[src/rtl/clkdiv_pkg.sv]
package clkdiv_pkg;
  parameter int CNT_W  = 4;
  parameter int ADDR_W = 2;
  parameter int DATA_W = 8;

  localparam logic [ADDR_W-1:0] ADDR_LEN = 'd0;
  localparam logic [ADDR_W-1:0] ADDR_CTL = 'd1;
  localparam logic [ADDR_W-1:0] ADDR_OUT = 'd2;

  localparam logic [1:0] SRC_HS  = 2'b10;
  localparam logic [1:0] SRC_REF = 2'b00;

  typedef struct packed {
    logic [CNT_W-1:0] lowLen;
    logic [CNT_W-1:0] highLen;
    logic [CNT_W-1:0] phaseOff;
    logic             startHigh;
    logic             noSync;
    logic             forceEn;
    logic             forceLvl;
    logic             bypass;
    logic             directEn;
    logic [1:0]       srcSel;
    logic             powerDown;
  } divCfg_t;

  // strobes from control to datapath
  typedef struct packed {
    logic hold;       // freeze counter and output
    logic preset;     // load a level and restart counting
    logic presetVal;  // level to load on preset
  } divStrobe_t;
endpackage

[src/rtl/clkdiv_ctrl.sv]
module clkdiv_ctrl
  import clkdiv_pkg::*;
(
  input  logic              clk,
  input  logic              rstN,
  input  logic              wrEn,
  input  logic [ADDR_W-1:0] wrAddr,
  input  logic [DATA_W-1:0] wrData,
  input  logic              syncIn,
  output divCfg_t           cfg,
  output divStrobe_t        strobe,
  output logic              offActive
);
  localparam int OFF_CMP_W = CNT_W + 1;

  logic [CNT_W-1:0] offCnt;
  logic             frozen;
  logic             staticMode;
  logic             syncHit;
  logic             offDone;

  // configuration registers
  always_ff @(posedge clk or negedge rstN) begin
    if (!rstN) begin
      cfg <= '0;
    end else if (wrEn) begin
      case (wrAddr)
        ADDR_LEN: begin
          cfg.lowLen  <= wrData[CNT_W-1:0];
          cfg.highLen <= wrData[2*CNT_W-1:CNT_W];
        end
        ADDR_CTL: begin
          cfg.phaseOff  <= wrData[CNT_W-1:0];
          cfg.startHigh <= wrData[4];
          cfg.noSync    <= wrData[5];
          cfg.forceEn   <= wrData[6];
          cfg.forceLvl  <= wrData[7];
        end
        ADDR_OUT: begin
          cfg.bypass    <= wrData[0];
          cfg.directEn  <= wrData[1];
          cfg.srcSel    <= wrData[3:2];
          cfg.powerDown <= wrData[4];
        end
        default: ;
      endcase
    end
  end

  assign frozen     = cfg.powerDown | cfg.bypass;
  assign staticMode = cfg.forceEn & cfg.noSync;
  assign syncHit    = syncIn & ~cfg.noSync;
  assign offDone    = ({1'b0, offCnt} + OFF_CMP_W'(1)) >= {1'b0, cfg.phaseOff};

  // priority: freeze, static, sync, offset wait, count
  always_comb begin
    strobe = '0;
    if (frozen) begin
      strobe.hold = 1'b1;
    end else if (staticMode) begin
      strobe.preset    = 1'b1;
      strobe.presetVal = cfg.forceLvl;
    end else if (syncHit) begin
      strobe.preset    = 1'b1;
      strobe.presetVal = cfg.startHigh;
    end else if (offActive) begin
      strobe.hold = 1'b1;
    end
  end

  always_ff @(posedge clk or negedge rstN) begin
    if (!rstN) begin
      offActive <= 1'b0;
      offCnt    <= '0;
    end else if (frozen) begin
      offActive <= offActive;
    end else if (staticMode) begin
      offActive <= 1'b0;
      offCnt    <= '0;
    end else if (syncHit) begin
      offActive <= (cfg.phaseOff != '0);
      offCnt    <= '0;
    end else if (offActive) begin
      if (offDone) begin
        offActive <= 1'b0;
        offCnt    <= '0;
      end else begin
        offCnt <= offCnt + 1'b1;
      end
    end
  end
endmodule

[src/rtl/clkdiv_dp.sv]
module clkdiv_dp
  import clkdiv_pkg::*;
(
  input  logic             clk,
  input  logic             rstN,
  input  divStrobe_t       strobe,
  input  logic [CNT_W-1:0] lowLen,
  input  logic [CNT_W-1:0] highLen,
  input  logic             bypass,
  input  logic             directEn,
  input  logic [1:0]       srcSel,
  input  logic             hsSrc,
  input  logic             refSrc,
  output logic             divOut,
  output logic             clkOut
);
  logic [CNT_W-1:0] cnt;
  logic [CNT_W-1:0] curLen;

  always_ff @(posedge clk or negedge rstN) begin
    if (!rstN) begin
      divOut <= 1'b0;
      cnt    <= '0;
      curLen <= '0;
    end else if (strobe.preset) begin
      divOut <= strobe.presetVal;
      cnt    <= '0;
      curLen <= strobe.presetVal ? highLen : lowLen;
    end else if (!strobe.hold) begin
      if (cnt == curLen) begin
        divOut <= ~divOut;
        cnt    <= '0;
        curLen <= divOut ? lowLen : highLen;
      end else begin
        cnt <= cnt + 1'b1;
      end
    end
  end

  always_comb begin
    if (directEn && srcSel == SRC_HS)       clkOut = hsSrc;
    else if (directEn && srcSel == SRC_REF) clkOut = refSrc;
    else if (!directEn && bypass)           clkOut = clk;
    else                                    clkOut = divOut;
  end
endmodule

[src/rtl/clkdiv_top.sv]
module clkdiv_top
  import clkdiv_pkg::*;
(
  input  logic              clk,
  input  logic              rstN,
  input  logic              wrEn,
  input  logic [ADDR_W-1:0] wrAddr,
  input  logic [DATA_W-1:0] wrData,
  input  logic              syncIn,
  input  logic              hsSrc,
  input  logic              refSrc,
  output logic              clkOut
);
  divCfg_t    cfg;
  divStrobe_t strobe;
  logic       offActive;
  logic       divOut;

  clkdiv_ctrl u_ctrl (
    .clk       (clk),
    .rstN      (rstN),
    .wrEn      (wrEn),
    .wrAddr    (wrAddr),
    .wrData    (wrData),
    .syncIn    (syncIn),
    .cfg       (cfg),
    .strobe    (strobe),
    .offActive (offActive)
  );

  clkdiv_dp u_dp (
    .clk      (clk),
    .rstN     (rstN),
    .strobe   (strobe),
    .lowLen   (cfg.lowLen),
    .highLen  (cfg.highLen),
    .bypass   (cfg.bypass),
    .directEn (cfg.directEn),
    .srcSel   (cfg.srcSel),
    .hsSrc    (hsSrc),
    .refSrc   (refSrc),
    .divOut   (divOut),
    .clkOut   (clkOut)
  );
endmodule

[config.mk]
export PLATFORM = sky130hd
export DESIGN_NAME = clkdiv_top
export DESIGN_NICKNAME = d
export VERILOG_FILES = /design/src/rtl/clkdiv_pkg.sv /design/src/rtl/clkdiv_ctrl.sv /design/src/rtl/clkdiv_dp.sv /design/src/rtl/clkdiv_top.sv
export SDC_FILE = /design/constraint.sdc
export NUM_CORES = 1
export LEC_CHECK = 0
export BUFFER_PORTS_ARGS = -buffer_cell sky130_fd_sc_hd__buf_2
export CAP_MARGIN = 30
export CORE_MARGIN = 1
export CORE_UTILIZATION = 52
export CTS_CLUSTER_DIAMETER = 30
export DETAILED_ROUTE_END_ITERATION = 7
export GPL_ROUTABILITY_DRIVEN = 0
export PLACE_DENSITY = 0.74
export SYNTH_ARGS = -nofsm -noshare
export SYNTH_HDL_FRONTEND = slang
export SYNTH_SLANG_ARGS = --single-unit
[constraint.sdc]
create_clock -name clk -period 2.1 [get_ports clk]
set_clock_uncertainty 0.1 [all_clocks]
set_input_delay 0.315 -clock clk [delete_from_list [all_inputs] [get_ports clk]]
set_output_delay 0.315 -clock clk [all_outputs]
set_load 0.1 [all_outputs]
Yosys cells after proc, flatten, opt, wreduce, memory -nomap -nowiden
Index checks and enable logic that the tools add are counted.

storage, ports and cells
  register bits = 35
  input port bits = 16
  output and inout bits = 1
  word-level logic and storage cells = 74

operators by class
  add/sub/neg operators = 3
  $lt $le $gt $ge = 1
  eq/ne operators = 5
  mux-type cells = 29
  bitwise logic cells = 6
  reduce and logical (&&, ||, !) cells = 14

operators by type and width
  cell                 number
  $mux 4               12
  $mux 1               14
  $reduce_and 2->1     5
  $add 4x1->4 const B  2
  $mux 2               3
  $add 4x1->5 const B  1
  $ge 5x4->1           1
  $eq 2x2->1 const B   2
  $eq 4x4->1           1
  $logic_not 2->1      2
  $reduce_bool 4->1    1
  $logic_and 1x1->1    3
  $not 1->1            3
  $reduce_bool 3->1    1
  $and 1x1->1          2
  $eq 2x1->1 const B   1
  $ne 2x2->1 const B   1
  $reduce_bool 2->1    1
  $logic_not 1->1      1
  $or 1x1->1           1

Depth between registers and ports, before layout
  depth in word-level cells = 7
  depth in mapped cells = 7
  gate-level depth less buffers = 7

Hierarchy
A second synthesis with hierarchy kept.

unflattened totals
  cells, all modules = 143
  area total of the unflattened synthesis = 1778.0 µm²

by module, submodules not included
  module       times used  cells an instance  area an instance (µm²)  seq. area each (µm²)
  clkdiv_ctrl  1           88                 1204.9                  650.6
  clkdiv_dp    1           55                 573.0                   225.2

==> impl.org <==
** Timing
- Setup slack of the critical path after layout :: -0.01156 ns
- For the pin with the worst max-slew slack, the measured transition is between 0.7 and 0.8 ns.
- Setup repair after global routing could not meet its margin everywhere.
- Number of pins exceeding their max-slew limit in the final report :: 0
- Derived from the worst setup path, the maximum achievable clock frequency is 473.6 MHz.
- Final-report setup violation count :: 1
- Subtracting the final worst setup slack from the clock period gives around 2.1 ns.
- Part of the cycle the worst path needs :: 100.6%
- Minimum hold slack :: 0.07074 ns
- Headroom to the max-slew limit came out at 48.24%.
- The hold violation total from the final report is 0.

** Global routing
- The initial antenna violation count is 0.
- Global route total overflow :: 0
- For this run, the total global-route usage over all layers was measured as about a quarter.
- Entering global routing, the biggest net connects 36 pins.
- Number of global-route vias before repair :: ~1.4k
- The first global-routing pass estimated around 6500 um of wire.

** Finish
- Counting the fill cells in the layout gives roughly 300.
- Count of inserted antenna diode cells :: 0
- At the end of the flow, the number of nets in the layout was between 200 and 250.
- For this run, the number of standard cells in the final layout without fillers is 231.
- Layout-stage area growth over the synthesis result :: 14.93%
- Post-route cell area :: ~2100 um^2
- In the final layout, the share of cells above drive strength 1 is approximately 38%.

** Critical path
- The largest individual stage delay along the critical path comes from the cell or4_4.
- Arrival @ worst endpoint :: around 2.3 ns
- The number of buffers and inverters on the critical path is 0.
- Required time at the endpoint of the critical path :: between 2 and 2.5 ns
- Kind of critical path :: flop to flop
- For this run, the slowest stage of the critical path takes between 0.5 and 0.6 ns.
- Of all nets on the critical path, the largest fanout is 5.
- STA classifies the critical path startpoint as a flop.
- The critical path goes through ha_2 > ha_1 > a21oi_2 > nor2_2 > or4_4 > o21ai_2.
- Element type at the critical path end :: flop
- Broken down by cell family, the worst path's largest delay share belongs to simple AND/OR/NAND/NOR gates.

** Place
- Placement-stage cell area :: ~2000 um^2
- The number of placed instances, taps included, is 220.
- Buffers on Ports :: 16
- Detailed placer's ending HPWL :: approximately 2900 um
- Timing analysis after detailed placement gives a worst setup slack of -0.004515 ns.

** Route
- Dividing the detail-routed wire length by the instance count gives around 17 um.
- Vias per cell :: roughly 6
- Post-Route WL :: a little under 4000 um
- The highest metal layer carrying signal wires in the routed design is met4.
- Iteration count of the initial detailed-routing pass :: 4
- Met3 WL post-DR :: ~170 um
- Post-route DRC violation count :: 0
- Wire segments on met2 add up to ~2000 um in the final route.
- In this run, the number of DRC markers left after iteration 0 of detailed routing was 67.
- Overall via count from detail_route :: around 1.4k
- Number of antenna-violating nets in the routed design :: 0
- M1 wire length :: roughly 1600 um

** Floorplan
- Core area :: 3363 um^2
- The die covers ~3800 um^2.
- For this configuration, the core starts out at a cell density of a little over half.
- Overall die width :: between 60 and 70 um
- Number of placement rows :: 21
- Chip height :: 61.41 um
- Count of boundary I/O pins :: 17

** Flow run
- Number of max-cap violations :: 0

** Pwr
- For this design the static power due to leakage is just under 1 nW.
- Cell Pwr Density :: about 1200 nW/um^2
- Peak supply drop :: between 800 and 900 uV
- Total chip power :: 2.492 mW

** Yosys
- Sequential fraction of the synthesis area :: a little under half
- Average footprint of a synthesized cell :: about 12 um^2
- Most numerous cell types in the synthesized netlist :: dfrtp_1 (35), mux2_2 (23), nand2_1 (11)
- Most common flop cell mapped by yosys :: dfrtp_1
- Synth warnings :: 0
- The synthesized design devotes to its leading area cell type 47.72% of total area.
- Counting every instance in the synthesized netlist gives roughly 160.
- After synthesis the cells add up to approximately 1800 um^2.
- Flop and latch count out of synthesis :: 35
- Yosys instantiated no cell more often than dfrtp_1.
- The number of nets handed over by synthesis was 178.
- Share of synthesized registers carrying an async set or reset :: 100.0%
- Leading post-synthesis cells by cell area :: dfrtp_1 (48%), mux2_2 (14%), ha_1 (4.1%)
- dfrtp_1 takes more of the synthesized area than any other cell.
- In this run, synthesis inferred 0 flip-flops with an integrated enable.
- Cell variety after synth :: around 40

** Clock network
- Clock insertion delay at the later pin of the skew report :: approximately 0.40 ns
- Clock-pin slew was measured on the worst setup and hold paths at about 0.11 ns.
- Number of buffers on the longest clock path :: 2
- TritonCTS built the clock tree.
- Counting the buffers created by CTS gives 5.
- The tree is rooted in a clkbuf_4.
- The clock tree synthesis step divided the H-tree into 2 levels.

** Run status
- Violated checks :: setup timing
- Run status :: finished, violations left

** Min path
- In this run the worst hold path is classified as input pin to flop.
-- stage by stage --
stage	TNS (ns)	util, %
final	-0.01156	62.72
after CTS	0	62.17
after global placement	0	59.41
after global routing	-0.1463	62.72
after detailed placement	-0.004515	59.41
after floorplan	0	-
-- placed cells by master, fill, tap and decap left out, types with 3 or more instances in the layout --
cell	instances
a21oi_1	3
a31oi_1	3
buf_2	15
buf_4	8
clkbuf_4	3
dfrtp_1	35
ha_1	5
inv_1	6
mux2_2	23
mux2i_1	4
nand2_1	11
nand2b_1	3
nand3b_1	4
nor2_1	5
nor2_2	3
nor4_1	3
o21ai_1	3
xor2_1	7
-- power breakdown --
group	leakage [nW]	total (mW)	internal [mW]	switching [mW]
Sequential	0.429	1.05	0.857	0.194
Combinational	0.482	0.869	0.425	0.444
Clock	0.0529	0.572	0.210	0.362
Total	0.964	2.49	1.49	1.00
-- worst register-to-register path: stages (launching register included) --
cell and delay [ns]:
dfrtp_1 0.43, ha_2 0.31, ha_1 0.29, a21oi_2 0.15
nor2_2 0.08, or4_4 0.54, o21ai_2 0.15
-- registers in the layout (all words and copies together), names as in the netlist --
name              flops
u_ctrl.offActive      1
u_ctrl.cfg           21
u_ctrl.offCnt         4
u_dp.divOut           1
u_dp.curLen           4
u_dp.cnt              4
-- final cells by class --
type	instances	area (um^2)	area share, %
tap	46	57.56	2.728
sequential	35	875.8	41.52
clock buffer	8	66.31	3.144
clock inverter	3	15.01	0.7117
timing repair buffer	22	130.1	6.168
multi-input combinational	111	942.2	44.66
inverter	6	22.52	1.068
-- routing by layer --
metal  GRT usage [%]  up-vias
met4           13.97        0
met1           27.42      654
li1                -      640
met3           6.933       15
met2           40.84       54
met5               0        -
-- path summary, 6_finish.rpt --
kind	start	endpoint	slack, ns	cells past startpoint
max	u_ctrl.offCnt[0]	u_ctrl.offCnt[1]	-0.01	6
min	wrData[4]	u_ctrl.cfg[0]	0.07	2
max reg2reg	u_ctrl.offCnt[0]	u_ctrl.offCnt[1]	-0.01	6
min reg2reg	u_dp.curLen[0]	u_dp.curLen[0]	0.41	2
max in group asynchronous	rstN	u_dp.curLen[0]	0.90	2
min in group asynchronous	rstN	u_ctrl.cfg[10]	0.44	2
-- logic make-up (layout without fill, tap and decap cells) --
kind of cell	count (synthesis)	after routing	share of synthesized area, %
compound gates	29	29	12.07
xor+xnor	8	8	3.817
fa+ha+maj	6	6	4.090
buf+inv	10	39	2.454
flops	35	35	47.72
mux	28	28	17.52
simple gates	40	40	12.34
-- timing repair --
action / in CTS / in global routing
hold endpoints to repair: 35 / 0
setup endpoints to repair: 2 / 5
gates resized for setup: 4 / 6
buffers inserted: 2 / 0
hold buffers: 1 / 0
(Power assumes the default switching activity.)
